**config.mk**
```make
export PLATFORM = sky130hd
export DESIGN_NAME = alu_fn_unit
export DESIGN_NICKNAME = d
export VERILOG_FILES = /design/src/rtl/alu_fn_pkg.sv /design/src/rtl/alu_ctrl_dec.sv /design/src/rtl/alu_addsub.sv /design/src/rtl/alu_logic.sv /design/src/rtl/alu_fn_unit.sv
export SDC_FILE = /design/constraint.sdc
export NUM_CORES = 1
export LEC_CHECK = 0
export BUFFER_PORTS_ARGS = -buffer_cell sky130_fd_sc_hd__buf_2
export CAP_MARGIN = 20
export CORE_MARGIN = 3
export CORE_UTILIZATION = 49
export DETAILED_ROUTE_END_ITERATION = 10
export PLACE_DENSITY = 0.79
export SLEW_MARGIN = 20
export SYNTH_ARGS = -nofsm -noshare
export SYNTH_HDL_FRONTEND = slang
export SYNTH_HIERARCHICAL = 1
export SYNTH_SLANG_ARGS = --single-unit
```
**constraint.sdc**
```tcl
create_clock -name vclk -period 6.9
set_input_delay 0.345 -clock vclk [all_inputs]
set_output_delay 0.345 -clock vclk [all_outputs]
set_load 0.005 [all_outputs]
```
**src/rtl/alu_fn_pkg.sv**
```systemverilog
package alu_fn_pkg;
  localparam int FUNCT_W = 6;
  localparam int CTRL_W  = 4;
  localparam int HINT_W  = 2;

  typedef enum logic [CTRL_W-1:0] {
    ALU_AND = 4'b0000,
    ALU_OR  = 4'b0001,
    ALU_ADD = 4'b0010,
    ALU_SUB = 4'b0110,
    ALU_SLT = 4'b0111,
    ALU_NOR = 4'b1100
  } alu_ctrl_e;

  localparam logic [FUNCT_W-1:0] FN_ADD = 6'b100000;
  localparam logic [FUNCT_W-1:0] FN_SUB = 6'b100010;
  localparam logic [FUNCT_W-1:0] FN_AND = 6'b100100;
  localparam logic [FUNCT_W-1:0] FN_OR  = 6'b100101;
  localparam logic [FUNCT_W-1:0] FN_NOR = 6'b100111;
  localparam logic [FUNCT_W-1:0] FN_SLT = 6'b101010;
endpackage

```
**src/rtl/alu_ctrl_dec.sv**
```systemverilog
module alu_ctrl_dec
  import alu_fn_pkg::*;
(
  input  logic [HINT_W-1:0]  op_hint_i,
  input  logic [FUNCT_W-1:0] funct_i,
  output alu_ctrl_e          ctrl_o,
  output logic               illegal_o
);

  always_comb begin
    ctrl_o    = ALU_AND;
    illegal_o = 1'b0;
    if (!op_hint_i[1]) begin
      ctrl_o = op_hint_i[0] ? ALU_SUB : ALU_ADD;
    end else begin
      case (funct_i)
        FN_ADD:  ctrl_o = ALU_ADD;
        FN_SUB:  ctrl_o = ALU_SUB;
        FN_AND:  ctrl_o = ALU_AND;
        FN_OR:   ctrl_o = ALU_OR;
        FN_NOR:  ctrl_o = ALU_NOR;
        FN_SLT:  ctrl_o = ALU_SLT;
        default: illegal_o = 1'b1;
      endcase
    end
  end

  always_comb begin
    AST_HINT_ADD: assert (op_hint_i != 2'b00 || (ctrl_o == ALU_ADD && !illegal_o))
      else $error("forced add broken");
    AST_HINT_SUB: assert (op_hint_i != 2'b01 || (ctrl_o == ALU_SUB && !illegal_o))
      else $error("forced sub broken");
    AST_ILLEGAL_AND: assert (!illegal_o || (ctrl_o == ALU_AND && op_hint_i[1]))
      else $error("illegal code not mapped to AND");
  end

endmodule

```
**src/rtl/alu_addsub.sv**
```systemverilog
module alu_addsub #(
  parameter int W = 32
) (
  input  logic [W-1:0] a_i,
  input  logic [W-1:0] b_i,
  input  logic         sub_i,
  output logic [W-1:0] sum_o,
  output logic         carry_o,
  output logic         ovf_o
);

  logic [W-1:0] b_eff;

  // Subtract as a + ~b + 1; carry out therefore means no borrow.
  always_comb begin
    b_eff            = b_i ^ {W{sub_i}};
    {carry_o, sum_o} = {1'b0, a_i} + {1'b0, b_eff} + {{W{1'b0}}, sub_i};
    ovf_o            = (a_i[W-1] == b_eff[W-1]) && (sum_o[W-1] != a_i[W-1]);
  end

endmodule

```
**src/rtl/alu_logic.sv**
```systemverilog
module alu_logic #(
  parameter int W = 32
) (
  input  logic [W-1:0] a_i,
  input  logic [W-1:0] b_i,
  output logic [W-1:0] and_o,
  output logic [W-1:0] or_o,
  output logic [W-1:0] nor_o
);

  for (genvar i = 0; i < W; i++) begin : g_bit
    assign and_o[i] = a_i[i] & b_i[i];
    assign or_o[i]  = a_i[i] | b_i[i];
    assign nor_o[i] = ~(a_i[i] | b_i[i]);
  end

endmodule

```
**src/rtl/alu_fn_unit.sv**
```systemverilog
module alu_fn_unit
  import alu_fn_pkg::*;
#(
  parameter int DATA_W = 32
) (
  input  logic [HINT_W-1:0]  op_hint_i,
  input  logic [FUNCT_W-1:0] funct_i,
  input  logic [DATA_W-1:0]  a_i,
  input  logic [DATA_W-1:0]  b_i,
  output logic [DATA_W-1:0]  result_o,
  output logic               carry_o,
  output logic               zero_o,
  output logic [CTRL_W-1:0]  ctrl_o,
  output logic               illegal_o
);

  localparam int MSB = DATA_W - 1;

  alu_ctrl_e         ctrl;
  logic              sub_mode;
  logic [DATA_W-1:0] sum;
  logic              add_carry;
  logic              add_ovf;
  logic [DATA_W-1:0] and_v, or_v, nor_v;
  logic              is_arith;

  alu_ctrl_dec u_dec (
    .op_hint_i (op_hint_i),
    .funct_i   (funct_i),
    .ctrl_o    (ctrl),
    .illegal_o (illegal_o)
  );

  assign sub_mode = (ctrl == ALU_SUB) || (ctrl == ALU_SLT);

  alu_addsub #(.W(DATA_W)) u_addsub (
    .a_i     (a_i),
    .b_i     (b_i),
    .sub_i   (sub_mode),
    .sum_o   (sum),
    .carry_o (add_carry),
    .ovf_o   (add_ovf)
  );

  alu_logic #(.W(DATA_W)) u_logic (
    .a_i   (a_i),
    .b_i   (b_i),
    .and_o (and_v),
    .or_o  (or_v),
    .nor_o (nor_v)
  );

  always_comb begin
    case (ctrl)
      ALU_AND:          result_o = and_v;
      ALU_OR:           result_o = or_v;
      ALU_NOR:          result_o = nor_v;
      ALU_ADD, ALU_SUB: result_o = sum;
      // Signed less-than: sign of difference corrected by overflow.
      ALU_SLT:          result_o = {{MSB{1'b0}}, sum[MSB] ^ add_ovf};
      default:          result_o = '0;
    endcase
  end

  assign is_arith = (ctrl == ALU_ADD) || sub_mode;
  assign carry_o  = is_arith & add_carry;
  assign zero_o   = ~|result_o;
  assign ctrl_o   = ctrl;

  always_comb begin
    AST_ADD_SUM: assert (ctrl != ALU_ADD || result_o == a_i + b_i)
      else $error("add result wrong");
    AST_SUB_DIFF: assert (ctrl != ALU_SUB || result_o == a_i - b_i)
      else $error("sub result wrong");
    AST_SUB_BORROW: assert (ctrl != ALU_SUB || carry_o == (a_i >= b_i))
      else $error("sub carry wrong");
    AST_LOGIC_NO_CARRY: assert (is_arith || !carry_o)
      else $error("carry on logic op");
    AST_NOR_DISJOINT: assert (ctrl != ALU_NOR || (((result_o & (a_i | b_i)) == '0) && ((result_o | a_i | b_i) == '1)))
      else $error("nor result wrong");
    AST_SLT_UPPER: assert (ctrl != ALU_SLT || result_o[MSB:1] == '0)
      else $error("slt upper bits set");
    AST_SLT_SIGNED: assert (ctrl != ALU_SLT || result_o[0] == ($signed(a_i) < $signed(b_i)))
      else $error("slt compare wrong");
    AST_ZERO_EQUAL: assert (ctrl != ALU_SUB || a_i != b_i || zero_o)
      else $error("zero missed on equal");
  end

endmodule

```
==> results of run 1 <==
==> cells in the mapped netlist (all sizes together) (13+ instances only) <==
cell	instances
a21oi	40
a22oi	22
and2	36
buf	17
clkbuf	17
ha	31
inv	13
nand2	29
nand3	32
nor2	67
o21ai	44
or2	33
xnor2	19
xor2	40
==> path summary, 6_finish.rpt <==
check	endpoint	slack, ps
min	illegal_o	1060
max	zero_o	670
==> report_power, final <==
part / switching [W] / total, W / internal [W]
logic: 0.000307 / 0.000532 / 0.000226
registers: 0 / 0 / 0
clock network: 0 / 0 / 0
total: 0.000307 / 0.000532 / 0.000226
==> layer usage <==
layer  GRT usage, %  vias up  part of all wire (%)
li1               -     2381                     -
met1           40.9     2304                    44
met4           3.91        0                   2.0
met5              0        -                     0
met3           1.72       37                   9.1
met2           51.1      315                    45
==> per-stage QoR <==
| step | power, W | setup WS [ps] |
|---|---|---|
| after global routing | 0.000576 | 309 |
| after CTS | 0.000518 | 760 |
| after floorplan | 0.000350 | 1440 |
| after global placement | 0.000509 | 944 |
| final | 0.000532 | 674 |
| after detailed placement | 0.000515 | 797 |
==> cell type report <==
| class | count | share of cell area, % |
|---|---|---|
| Timing Repair Buffer | 119 | 13.5 |
| Tap cell | 102 | 2.81 |
| Inverter | 13 | 1.07 |
| Multi-Input combinational cell | 552 | 82.6 |
==> cell families (layout without fill, tap and decap cells) <==
| group | count (synthesis) | in the layout | synth area share [%] |
|---|---|---|---|
| adder cells (fa/ha/maj) | 32 | 32 | 10.3 |
| AO/OA/AOI/OAI | 190 | 190 | 32.8 |
| AND/OR/NAND/NOR | 260 | 260 | 35.6 |
| XOR/XNOR | 59 | 59 | 13.1 |
| multiplexers | 11 | 11 | 2.91 |
| buffers and inverters | 47 | 132 | 5.35 |
==> flow_metrics.env, run 1 <==
export IMPL_slowest_delay_ps=610
export IMPL_multi_input_area_um2=3750
export IMPL_outcome="completed"
export IMPL_place_congestion=0.971
export IMPL_syn_inst=599
export IMPL_final_max_slew_viol_count=0
export IMPL_start_util_pct=50.9
export IMPL_worstSetupEndpointType="output port"
export IMPL_maxCapViolations=0
export IMPL_utilization_pct=58.5
export IMPL_syn_to_final_growth_pct=14.9
export IMPL_antenna_cells=0
export IMPL_grt_pass1_vias=4433
export IMPL_core_area_um2=7770
export IMPL_ios=111
export IMPL_slew_headroom_pct=27.2
export IMPL_fmax_ghz=0.161
export IMPL_hold_buffers=0
export IMPL_critPathBufInv=3
export IMPL_hold_viol_final=0
export IMPL_fin_crit_sh_pct=90.2
export IMPL_synth_area_per_cell_um2=6.60
export IMPL_fin_area_um2=4540
export IMPL_holdWs_ps=1060
export IMPL_worst_slew_pin_slew_ps=1090
export IMPL_cpLargestDelayFamily="simple AND/OR/NAND/NOR gates"
export IMPL_synth_largest_area_cell="ha_1"
export IMPL_final_common_cell="buf_2"
export IMPL_tns_ps=0
export IMPL_final_cell_mix="buf_2, nor2_1, o21ai_0, xor2_1, a21oi_1"
export IMPL_std_cell_rows=32
export IMPL_fillers=774
export IMPL_drtIter0Drc=476
export IMPL_worst_path_stages=22
export IMPL_synth_nets=703
export IMPL_cp_data_arrival_time_ps=5880
export IMPL_min_path_cells=3
export IMPL_wl_per_cell_um=18.2
export IMPL_firstDrtPassIters=6
export IMPL_hold_class="in2out"
export IMPL_dp_cells=786
export IMPL_post_route_cells_drive_above_1_share_pct=24.7
export IMPL_ys_top_cells_by_area="ha_1, xor2_1, nor2_1"
export IMPL_cp_slowest_cell="and2_2"
export IMPL_via_per_inst=6.41
export IMPL_yosysUniqueCellTypes=69
export IMPL_worstSetupPathType="in2out"
export IMPL_grt_pass1_wl_um=22000
export IMPL_vias=5037
export IMPL_grt_max_degree=67
export IMPL_cts_setup_buffers=0
export IMPL_grt_usage_pct=29.5
export IMPL_power_density_nw_per_um2=117
export IMPL_ctsResizeCount=0
export IMPL_dpl_hpwl_um=11400
export IMPL_yosysSeqAreaShare_pct=0
export IMPL_drcViolationCount=0
export IMPL_design_seq_count=0
export IMPL_worstPathRequired_ps=6550
export IMPL_dieArea_um2=9190
export IMPL_crit_fanout=22
export IMPL_setup_violations=0
export IMPL_final_cells=786
export IMPL_worstSetupStartpointType="input port"
export IMPL_globalRouteOverflowTotal=0
export IMPL_min_from="op_hint_i[1]"
export IMPL_antenna_found_initial=0
export IMPL_crit_chain="buf_2 > nor2b_1 > nand3_1 > nand2_1 > buf_4 > nor2b_1 > and2_2 > xor2_1 > ha_1 > o21ai_0 > a211oi_2 > o31ai_2 > o21ai_1 > a31o_2 > a21oi_1 > xnor2_1 > or4_1 > o31ai_1 > a41oi_1 > nor4b_1 > and4_1 > buf_2"
export IMPL_placed_area_um2=4540
export IMPL_ir_drop_mv=0.0578
export IMPL_netlist_area_um2=3960
export IMPL_num_nets_final=790
export IMPL_clockBufferCount=0
export IMPL_totalWireLength_um=14300
export IMPL_io_buffers=111
export IMPL_finalCriticalPeriod_ps=6230
export IMPL_die_w_um=95.8
export IMPL_seqCellArea_um2=0
export IMPL_power_leakage_nw=2.08
export IMPL_worstSetupStartpoint="funct_i[4]"
export IMPL_fp_dieH_um=95.8
export IMPL_yosysWarningCount=6
export IMPL_yosysTopAreaCellShare_pct=9.81
export IMPL_ant_nets=0
export IMPL_rsz0062_at_grt="no"
Power figures use the tool's default switching activity.
==> run 2, diff against run 1 <==
Settings changed: PLACE_DENSITY 0.79 to 0.82.
Clock period 6.9 ns to 5.45 ns, I/O delays scaled along.
==> run 2 against run 1 <==
Sequential share of layout area is the same. Worst setup slack lost 550 ps. Core utilization grew 2.5 points. Via count grew 0.56%. Die area is the same. Cell count grew 2.2%. Global-route usage shrank 0.42 points. Power grew 31%. Combinational power grew 31%. Critical endpoint unchanged. Largest power group unchanged.
==> flow_metrics.env, run 2 (synthesized netlist as in run 1, its figures left out) <==
export IMPL_ant_nets=0
export IMPL_grtUsageMet1_pct=40.4
export IMPL_clockBufferCount=0
export IMPL_final_cell_mix="buf_2, nor2_1, o21ai_0, a21oi_1, xor2_1"
export IMPL_worst_path_stages=24
export IMPL_slowest_delay_ps=550
export IMPL_power_leakage_nw=2.18
export IMPL_worstSetupStartpointType="input port"
export IMPL_globalRouteOverflowTotal=0
export IMPL_ir_drop_mv=0.0878
export IMPL_die_w_um=95.8
export IMPL_met2_usage_pct=49.0
export IMPL_cpLargestDelayFamily="simple AND/OR/NAND/NOR gates"
export IMPL_seqCellArea_um2=0
export IMPL_syn_to_final_growth_pct=19.8
export IMPL_fin_crit_sh_pct=97.8
export IMPL_fmax_ghz=0.188
export IMPL_worstSetupPathType="in2out"
export IMPL_design_seq_count=0
export IMPL_slew_headroom_pct=21.8
export IMPL_antenna_cells=0
export IMPL_final_common_cell="buf_2"
export IMPL_power_density_nw_per_um2=148
export IMPL_finalCriticalPeriod_ps=5330
export IMPL_hold_viol_final=0
export IMPL_core_area_um2=7770
export IMPL_drcViolationCount=0
export IMPL_critPathBufInv=4
export IMPL_grtUsageMet3_pct=1.72
export IMPL_grt_max_degree=36
export IMPL_fp_dieH_um=95.8
export IMPL_crit_fanout=7
export IMPL_start_util_pct=50.9
export IMPL_std_cell_rows=32
export IMPL_setup_violations=0
export IMPL_dpl_hpwl_um=11300
export IMPL_grt_usage_pct=29.0
export IMPL_drtIter0Drc=447
export IMPL_crit_chain="buf_2 > nor2b_2 > nand3_1 > nor2_1 > nor2b_2 > and2_4 > buf_4 > buf_4 > xor2_1 > ha_1 > o21ai_0 > a211oi_4 > o31ai_4 > o21bai_1 > nand3_1 > nand2_1 > a21oi_1 > xnor2_1 > or4_1 > o31ai_1 > a41oi_1 > nor4b_2 > and4_1 > buf_2"
export IMPL_min_path_cells=4
export IMPL_grt_pass1_wl_um=21600
export IMPL_vias=5065
export IMPL_placed_area_um2=4640
export IMPL_dieArea_um2=9190
export IMPL_min_from="funct_i[4]"
export IMPL_hold_class="in2out"
export IMPL_worst_slew_pin_slew_ps=1170
export IMPL_post_route_cells_drive_above_1_share_pct=27.5
export IMPL_dp_cells=797
export IMPL_worstPathRequired_ps=5180
export IMPL_grt_pass1_vias=4468
export IMPL_cp_slowest_cell="or4_1"
export IMPL_via_per_inst=6.31
export IMPL_fin_area_um2=4740
export IMPL_final_cells=803
export IMPL_p_total_w=0.000699
export IMPL_final_max_slew_viol_count=0
export IMPL_min_to="illegal_o"
export IMPL_place_congestion=0.954
export IMPL_firstDrtPassIters=5
export IMPL_num_nets_final=807
export IMPL_grt_busiest_layer="met2"
export IMPL_outcome="completed"
export IMPL_antenna_found_initial=1
export IMPL_worstSetupEndpointType="output port"
export IMPL_ios=111
export IMPL_totalWireLength_um=14400
export IMPL_cp_data_arrival_time_ps=5060
export IMPL_maxCapViolations=0
export IMPL_io_buffers=111
export IMPL_wl_per_cell_um=18.0
run 2: worst max path at each step:
| stage | from | end | slack [ps] |
|---|---|---|---|
| after global routing | funct_i[4] | zero_o | -80 |
| after global placement | funct_i[4] | zero_o | 130 |
| after CTS | funct_i[4] | zero_o | 20 |
| after detailed placement | funct_i[4] | zero_o | 40 |
| final | funct_i[4] | zero_o | 120 |
| after floorplan | funct_i[5] | zero_o | 140 |
run 2: layout make-up:
cell class	instances	area [µm²]
multi-input cells	552	3800
fillers	743	3030
repair buffers	136	759
well taps	102	128
inverters	13	48.8
run 2: timing repair:
action / CTS / global route
setup endpoints to repair: 0 / 1
setup buffers: 0 / 6
hold buffers: 0 / 0
gates resized for setup: 0 / 11
run 2: metrics by stage:
stage	hold slack, ps	worst slack, ps	setup TNS [ps]	utilization (%)
2_1_floorplan	644	136	0	-
3_3_place_gp	905	132	0	59.7
3_5_place_dp	911	44.7	0	59.7
4_1_cts	911	16.2	0	59.7
5_1_grt	941	-80.6	-80.6	61.0
6_report	907	120	0	61.0
run 2: metal layers:
metal,share of wire (%),up-vias
li1,-,2410
met1,41,2333
met2,46,290
met3,10,32
met4,2.3,0
met5,0,-
run 2: tightest hold or removal path: cells and delay by family:
family	cells	cell delay [ps]
buffers and inverters	2	200
AO/OA/AOI/OAI	1	110
AND/OR/NAND/NOR	1	50
run 2: where the power goes:
part / total (W) / internal, W / switching, W
sequential: 0 / 0 / 0
combinational: 0.000699 / 0.000304 / 0.000396
clock: 0 / 0 / 0
==> run 3, diff against run 2 <==
Settings changed: BUFFER_PORTS_ARGS -buffer_cell sky130_fd_sc_hd__buf_2 to -buffer_cell sky130_fd_sc_hd__clkbuf_2.
==> run 3 against run 2 <==
Combinational power about the same. Maximum frequency increased by 3.5%. Clock-buffer cell count unchanged. Routed wire length about the same. First-iteration DRC count grew 14%. Core utilization fell by 0.42 points. Critical path depth decreased by 2. Critical endpoint unchanged. Sequential cell count stayed put.
==> flow_metrics.env, run 3 (synthesized netlist as in run 1, its figures left out) <==
export IMPL_slew_headroom_pct=34.9
export IMPL_post_route_cells_drive_above_1_share_pct=26.9
export IMPL_finalCriticalPeriod_ps=5150
export IMPL_std_cell_rows=32
export IMPL_fp_dieH_um=95.8
export IMPL_crit_fanout=8
export IMPL_crit_chain="clkbuf_2 > nand3b_1 > o21a_1 > o22ai_2 > and2_4 > xor2_1 > inv_1 > fa_1 > nand2b_1 > a211oi_4 > o31ai_4 > o211a_1 > nor3_2 > a211o_1 > a21oi_1 > xnor2_1 > a22oi_1 > a2bb2oi_1 > o21ai_0 > nor4_2 > and4_1 > clkbuf_2"
export IMPL_cp_slowest_cell="fa_1"
export IMPL_maxCapViolations=0
export IMPL_core_area_um2=7770
export IMPL_hold_class="in2out"
export IMPL_worstPathRequired_ps=5180
export IMPL_wl_per_cell_um=18.0
export IMPL_cp_data_arrival_time_ps=4880
export IMPL_worstSetupStartpointType="input port"
export IMPL_drcViolationCount=0
export IMPL_via_per_inst=6.23
export IMPL_min_path_cells=3
export IMPL_drtIter0Drc=510
export IMPL_slowest_delay_ps=440
export IMPL_tns_ps=0
export IMPL_final_cell_mix="clkbuf_2, nor2_1, o21ai_0, xor2_1, a21oi_1"
export IMPL_dpl_hpwl_um=11500
export IMPL_antenna_found_initial=0
export IMPL_hold_viol_final=0
export IMPL_num_nets_final=804
export IMPL_worstSetupPathType="in2out"
export IMPL_rsz0062_at_grt="no"
export IMPL_outcome="completed"
export IMPL_seqCellArea_um2=0
export IMPL_ios=111
export IMPL_fmax_ghz=0.194
export IMPL_grt_pass1_vias=4361
export IMPL_globalRouteOverflowTotal=0
export IMPL_ant_nets=0
export IMPL_vias=4985
export IMPL_syn_to_final_growth_pct=19.0
export IMPL_ir_drop_mv=0.0801
export IMPL_clockBufferCount=0
export IMPL_grt_usage_pct=29.3
export IMPL_final_max_slew_viol_count=0
export IMPL_fin_crit_sh_pct=94.5
export IMPL_worst_slew_pin_slew_ps=974
export IMPL_power_density_nw_per_um2=148
export IMPL_min_from="op_hint_i[1]"
export IMPL_utilization_pct=60.6
export IMPL_worstSetupStartpoint="funct_i[3]"
export IMPL_worstSetupEndpointType="output port"
export IMPL_die_w_um=95.8
export IMPL_place_congestion=0.984
export IMPL_grt_max_degree=49
export IMPL_setup_violations=0
export IMPL_dieArea_um2=9190
export IMPL_final_common_cell="clkbuf_2"
export IMPL_power_leakage_nw=2.17
export IMPL_start_util_pct=50.9
export IMPL_crit_top_cell="clkbuf_2"
export IMPL_antenna_cells=0
export IMPL_io_buffers=111
export IMPL_grt_pass1_wl_um=21500
export IMPL_hold_buffers=0
export IMPL_min_to="illegal_o"
export IMPL_firstDrtPassIters=7
export IMPL_design_seq_count=0
export IMPL_totalWireLength_um=14400
==> run 3: cell types whose count changed in the layout (fill, tap and decap cells not counted) <==
cell / change
o22ai_2: +1
xor2_2: -1
buf_6: -1
nor2b_1: +1
nor2b_2: -1
buf_2: -111
buf_4: -2
xor2_1: +1
nand2b_1: +1
clkbuf_2: +111
nand2b_2: -1
o22ai_1: -1
==> run 3: how the worst max path moves through the flow <==
stage | endpoint | slack [ps] | cells after the start
after global routing | zero_o | 20 | 23
final | zero_o | 300 | 22
after detailed placement | zero_o | 60 | 23
after global placement | zero_o | 190 | 22
after floorplan | zero_o | 140 | 24
after CTS | zero_o | 10 | 23
==> run 3: worst max-delay path: cells and delay by family <==
kind,cells,cell delay (ps)
and+or+nand+nor,6,1640
AOI/OAI and AO/OA,10,1830
adders and majority gates,1,440
xor gates and xnor gates,2,360
buffers and inverters,3,310
==> run 3: repair_timing <==
| action | 4_1_cts | 5_1_grt |
|---|---|---|
| buffers inserted | 0 | 4 |
| endpoints found under the setup margin | 0 | 1 |
| gates resized for setup | 0 | 8 |
==> run 3: per-stage QoR <==
stage	instance area, µm²	hold slack, ps	power (W)	setup WS, ps	std cells
floorplan	3960	644	0.000443	136	599
global placement	4630	887	0.000660	187	796
detailed placement	4630	892	0.000666	57.9	796
CTS	4630	893	0.000671	12.9	796
global route	4710	927	0.000756	22.4	800
finish	4710	907	0.000697	299	800
==> run 3: report_power, final <==
group	internal (W)	leakage [nW]	switching (W)
clock network	0	0	0
registers	0	0	0
logic	0.000301	2.17	0.000396
total	0.000301	2.17	0.000396
==> run 3: area by class of cell <==
cell class	instances	area [µm²]
timing repair buffer	133	733
fill	784	3060
multi-input combinational	552	3800
inverter	13	48.8
tap	102	128
==> run 3: per-layer routing <==
| layer | track usage (%) | vias up | routed length [µm] | share of wire [%] |
|---|---|---|---|---|
| met3 | 1.25 | 29 | 1180 | 8.1 |
| li1 | - | 2405 | - | - |
| met4 | 4.38 | 0 | 248 | 1.7 |
| met1 | 40.3 | 2305 | 6180 | 43 |
| met2 | 51.5 | 246 | 6830 | 47 |
| met5 | 0 | - | 0 | 0 |
